**src/rtl/mux_io_ports.sv**
```systemverilog
module mux_io_ports #(
  parameter int W  = 8,
  parameter int AW = 6
) (
  input  logic            clk,
  input  logic            rst_n,
  input  logic [1:0]      mode_in,
  input  logic [AW-1:0]   reg_addr,
  input  logic            reg_wr,
  input  logic [W-1:0]    reg_wdata,
  output logic [W-1:0]    reg_rdata,
  input  logic [2*W-1:0]  ext_addr,
  input  logic [W-1:0]    ext_dout,
  input  logic            ext_rnw,
  input  logic            ext_cs,
  output logic [W-1:0]    ext_din,
  output logic [W-1:0]    pb_out,
  output logic [W-1:0]    pb_oe,
  output logic [W-1:0]    pf_out,
  output logic [W-1:0]    pf_oe,
  input  logic [W-1:0]    pc_in,
  output logic [W-1:0]    pc_out,
  output logic [W-1:0]    pc_oe,
  output logic [W-1:0]    pg_oe,
  output logic            pg_cs_out
);
  localparam logic [AW-1:0] OFF_DIR_G = AW'(3);
  localparam logic [AW-1:0] OFF_DAT_B = AW'(4);
  localparam logic [AW-1:0] OFF_DAT_F = AW'(5);
  localparam logic [AW-1:0] OFF_DAT_C = AW'(6);
  localparam logic [AW-1:0] OFF_DIR_C = AW'(7);
  localparam logic [W-1:0]  ONES      = {W{1'b1}};

  logic [1:0]   mode_q;
  logic         bus_mode;
  logic [W-1:0] dir_g, dir_c, lat_b, lat_f, lat_c;
  logic [W-1:0] c_s1, c_s2;

  always_ff @(posedge clk)
    if (!rst_n) mode_q <= mode_in;

  assign bus_mode = mode_q[1];

  always_ff @(posedge clk or negedge rst_n)
    if (!rst_n) begin
      dir_g <= '0;
      dir_c <= '0;
      lat_b <= '0;
      lat_f <= '0;
      lat_c <= '0;
    end else if (reg_wr) begin
      case (reg_addr)
        OFF_DIR_G: dir_g <= reg_wdata;
        OFF_DIR_C: dir_c <= reg_wdata;
        OFF_DAT_B: if (!bus_mode) lat_b <= reg_wdata;
        OFF_DAT_F: if (!bus_mode) lat_f <= reg_wdata;
        OFF_DAT_C: if (!bus_mode) lat_c <= reg_wdata;
        default: ;
      endcase
    end

  always_ff @(posedge clk or negedge rst_n)
    if (!rst_n) begin
      c_s1 <= '0;
      c_s2 <= '0;
    end else begin
      c_s1 <= pc_in;
      c_s2 <= c_s1;
    end

  assign ext_din = c_s2;

  always_ff @(posedge clk or negedge rst_n)
    if (!rst_n) begin
      pb_out    <= '0;
      pb_oe     <= '0;
      pf_out    <= '0;
      pf_oe     <= '0;
      pc_out    <= '0;
      pc_oe     <= '0;
      pg_oe     <= '0;
      pg_cs_out <= 1'b0;
    end else begin
      pb_oe <= ONES;
      pf_oe <= ONES;
      if (bus_mode) begin
        pb_out    <= ext_addr[2*W-1:W];
        pf_out    <= ext_addr[W-1:0];
        pc_out    <= ext_dout;
        pc_oe     <= ext_rnw ? '0 : ONES;
        pg_oe     <= dir_g | {1'b1, {(W-1){1'b0}}};
        pg_cs_out <= ext_cs;
      end else begin
        pb_out    <= lat_b;
        pf_out    <= lat_f;
        pc_out    <= lat_c;
        pc_oe     <= dir_c;
        pg_oe     <= dir_g;
        pg_cs_out <= 1'b0;
      end
    end

  always_comb begin
    reg_rdata = '0;
    case (reg_addr)
      OFF_DIR_G: reg_rdata = dir_g;
      OFF_DIR_C: reg_rdata = dir_c;
      OFF_DAT_B: if (!bus_mode) reg_rdata = lat_b;
      OFF_DAT_F: if (!bus_mode) reg_rdata = lat_f;
      OFF_DAT_C: if (!bus_mode) reg_rdata = (dir_c & lat_c) | (~dir_c & c_s2);
      default: ;
    endcase
  end

  p_fixed_out_oe_r3: assert property (@(posedge clk) disable iff (!rst_n)
    $past(rst_n) |-> (pb_oe == ONES && pf_oe == ONES));

  p_addr_follow_r4: assert property (@(posedge clk) disable iff (!rst_n)
    (bus_mode && $past(rst_n)) |-> ({pb_out, pf_out} == $past(ext_addr)));

  p_hidden_regs_r5: assert property (@(posedge clk) disable iff (!rst_n)
    bus_mode |=> ($stable(lat_b) && $stable(lat_f) && $stable(lat_c)));

  p_pc_dir_gp_r6: assert property (@(posedge clk) disable iff (!rst_n)
    (!bus_mode && $past(rst_n)) |-> (pc_oe == $past(dir_c)));

  p_pc_dir_bus_r7: assert property (@(posedge clk) disable iff (!rst_n)
    (bus_mode && $past(rst_n)) |-> (pc_oe == ($past(ext_rnw) ? '0 : ONES)));

  p_cs_forced_r8: assert property (@(posedge clk) disable iff (!rst_n)
    (bus_mode && $past(rst_n)) |-> (pg_oe[W-1] && pg_cs_out == $past(ext_cs)));

  p_cs_quiet_r8: assert property (@(posedge clk) disable iff (!rst_n)
    !bus_mode |-> !pg_cs_out);

  p_reset_quiet_r1: assert property (@(posedge clk)
    !rst_n |-> (pb_oe == '0 && pf_oe == '0 && pc_oe == '0 && pg_oe == '0 && !pg_cs_out));
endmodule

```
**config.mk**
```make
export PLATFORM = sky130hd
export DESIGN_NAME = mux_io_ports
export DESIGN_NICKNAME = d
export VERILOG_FILES = /design/src/rtl/mux_io_ports.sv
export SDC_FILE = /design/constraint.sdc
export NUM_CORES = 1
export LEC_CHECK = 0
export ABC_AREA = 1
export BUFFER_PORTS_ARGS = -buffer_cell sky130_fd_sc_hd__buf_2
export CORE_MARGIN = 1
export CORE_UTILIZATION = 55
export DETAILED_ROUTE_END_ITERATION = 10
export PLACE_DENSITY = 0.86
export RECOVER_POWER = 25
export SYNTH_ARGS = -nofsm -noshare
export SYNTH_HDL_FRONTEND = slang
export SYNTH_SLANG_ARGS = --single-unit
export TNS_END_PERCENT = 30
```
**constraint.sdc**
```tcl
create_clock -name clk -period 2.9 [get_ports clk]
set_clock_uncertainty 0.15 [all_clocks]
set_input_delay 0.435 -clock clk [delete_from_list [all_inputs] [get_ports clk]]
set_output_delay 0.435 -clock clk [all_outputs]
set_load 0.01 [all_outputs]
```
==> reports/metrics.yaml <==
run_status:
  run_status: "finished, final reports clean"
routing:
  dr_total_vias: 3392
  wl_um: 9390
  final_antenna_net_count: 0
  via_per_inst: 5.09
  drt_first_pass_iters: 5
  wl_per_cell_um: 14.1
  first_iter_violations: 309
  drc: 0
sta:
  worstMarginPinSlew_ps: 1050
  post-route-period-util_pct: 81.8
  setup_viol: 0
  fmax_mhz: 422
  fin_hold_ws_ps: 21.8
  final.setup.tns_ps: 0
  max_slew_margin_pct: 30.2
  grt_setup_unrepaired: "no"
  period_needed_ps: 2370
  drv_slew: 0
  final_hold_viol_count: 0
cts:
  cts_resized: 0
  cts.clk_slew.worst_paths_ps: 90
  clk_latency_ps: 360
  cts_tree: "done"
  clockBufferDepth: 2
  cts_max_level: 3
  numCtsBuffers: 9
  cts_hold_buf: 1
  post-cts-setup-buffer-count: 0
  cts_root_buf: "clkbuf_8"
  clkSinkCount: 99
hold_path:
  hp-class: "in2reg"
floorplanning:
  die-height_um: 89.5
  std_cell_rows: 31
  start_util_pct: 57.4
  die-area_um2: 8010
  coreArea_um2: 7330
  die_w_um: 89.5
  io_pins: 126
power:
  leakage_uw: 0.00270
  vdd_ir_drop_max_mv: 0.366
  p_per_area_nw_per_um2: 591
  finalPower_uw: 2950
placement:
  dp_cells: 650
  globalplace.congestion: 0.926
  portBuffers: 124
  hpwl_um: 6880
synth:
  ys.warnings.count: 0
  synth_area_um2: 4210
  synth_seq_cells: 99
  syn_area_per_cell_um2: 9.29
  syn_nets: 506
  synthCells: 453
  seq_area_frac_synth_pct: 59.0
  post_synth_num_cell_types: 22
worst_setup_path:
  rrSetupSlack_ps: 1160
  r2r-start: "mode_q[1]"
  endpoint_kind: "output pin"
  critPathArrivalTime_ps: 1790
  critical_path_class: "reg2out"
  critPathLaunchType: "flip-flop"
  reg2reg_to: "lat_b[3]"
  worstPathRequired_ps: 2320
  startpoint: "mode_q[1]"
  crit_end: "reg_rdata[6]"
  worstRegToRegCells: 5
  worstPathMaxFanout: 48
final_layout:
  instances_no_fill: 667
  nNetsFinal: 616
  area_growth_syn_to_layout_pct: 18.5
  diodes: 0
  layout_common_cells: "148 x nand2_1, 123 x buf_2, 98 x dfrtp_1"
  drive_above_1_share_pct: 32.0
  final_common_cell: "nand2_1"
grt:
  grt_max_degree: 49
  grt_use_total_pct: 25.7
  overflow: 0
  first_global_vias: 3062
  grt_pass1_wl_um: 14800
  antenna_found_initial: 0
flow_run:
  max-cap-violations: 0
[synth_stat cells (all sizes together)]
master / count / area, µm²
nand3: 16 / 143
o21ai: 51 / 345
nor2: 68 / 299
dfrtp: 98 / 2450
clkbuf: 4 / 15.0
nand2: 151 / 574
inv: 32 / 120
nand4: 5 / 31.3
conb: 1 / 3.75
or2: 1 / 6.26
edfxtp: 1 / 30.0
buf: 25 / 190
[through the flow]
stage / worst slack, ps / instance area (µm²) / utilization (%)
detailed placement: 775 / 4770 / 65.1
finish: 528 / 4990 / 68.0
global route: 436 / 4990 / 68.0
CTS: 557 / 5010 / 68.4
floorplan: 1140 / 4210 / -
global placement: 804 / 4770 / 65.1
[routing by layer]
layer	GRT usage [%]	wire length (µm)	vias to the layer above
li1	-	-	1617
met1	33.4	3750	1567
met2	40.8	4630	184
met3	6.19	787	24
met4	12.3	223	0
met5	0	0	-
[how the worst min path moves through the flow]
stage / from / slack [ps] / to / depth (start not counted)
2_1_floorplan: rst_n / -10 / c_s1[0] / 0
3_5_place_dp: rst_n / 180 / pf_oe[0] / 1
4_1_cts: pc_in[2] / 10 / c_s1[2] / 1
6_report: pc_in[2] / 20 / c_s1[2] / 1
3_3_place_gp: rst_n / 170 / pf_oe[0] / 1
5_1_grt: pc_in[1] / 20 / c_s1[1] / 1
[critical path, cell delays in order, from the launching register on]
cell      delay (ps)
edfxtp_1         410
buf_4            300
nor2_1           180
nand2_1           70
nor2_1           180
nor2_1            70
nand2_1           70
buf_2            130
[report_power, final]
| part | internal (µW) | switching [µW] | leakage, µW |
|---|---|---|---|
| Sequential | 1510 | 72.7 | 0.00126 |
| Clock | 509 | 466 | 0.000108 |
| Combinational | 146 | 248 | 0.00133 |
| Total | 2160 | 787 | 0.00270 |
[final cells by class]
cell class / instances / area, µm²
Fill cell: 574 / 2340
Clock buffer: 10 / 138
Timing Repair Buffer: 128 / 652
Inverter: 32 / 120
Tap cell: 99 / 124
Sequential cell: 99 / 2480
Multi-Input combinational cell: 293 / 1380
Clock inverter: 6 / 88.8
[kinds of logic (layout without fill, tap and decap cells)]
family	after synthesis	after routing	synth area share [%]
flops	99	99	59.0
other cells	1	1	0.0891
buf+inv	61	176	7.73
simple gates	241	241	25.0
compound gates	51	51	8.20
[sequential cells by signal, summed over array words and instances, names as in the netlist]
| name | count |
|---|---|
| pb_out | 8 |
| pc_out | 8 |
| lat_b | 8 |
| pf_oe | 1 |
| lat_c | 8 |
| lat_f | 8 |
| pf_out | 8 |
| c_s1 | 8 |
| pc_oe | 8 |
| dir_g | 8 |
| pg_oe | 8 |
| pg_cs_out | 1 |
| dir_c | 8 |
| ext_din | 8 |
| mode_q | 1 |
No activity file was read; power rests on OpenSTA's default activity.
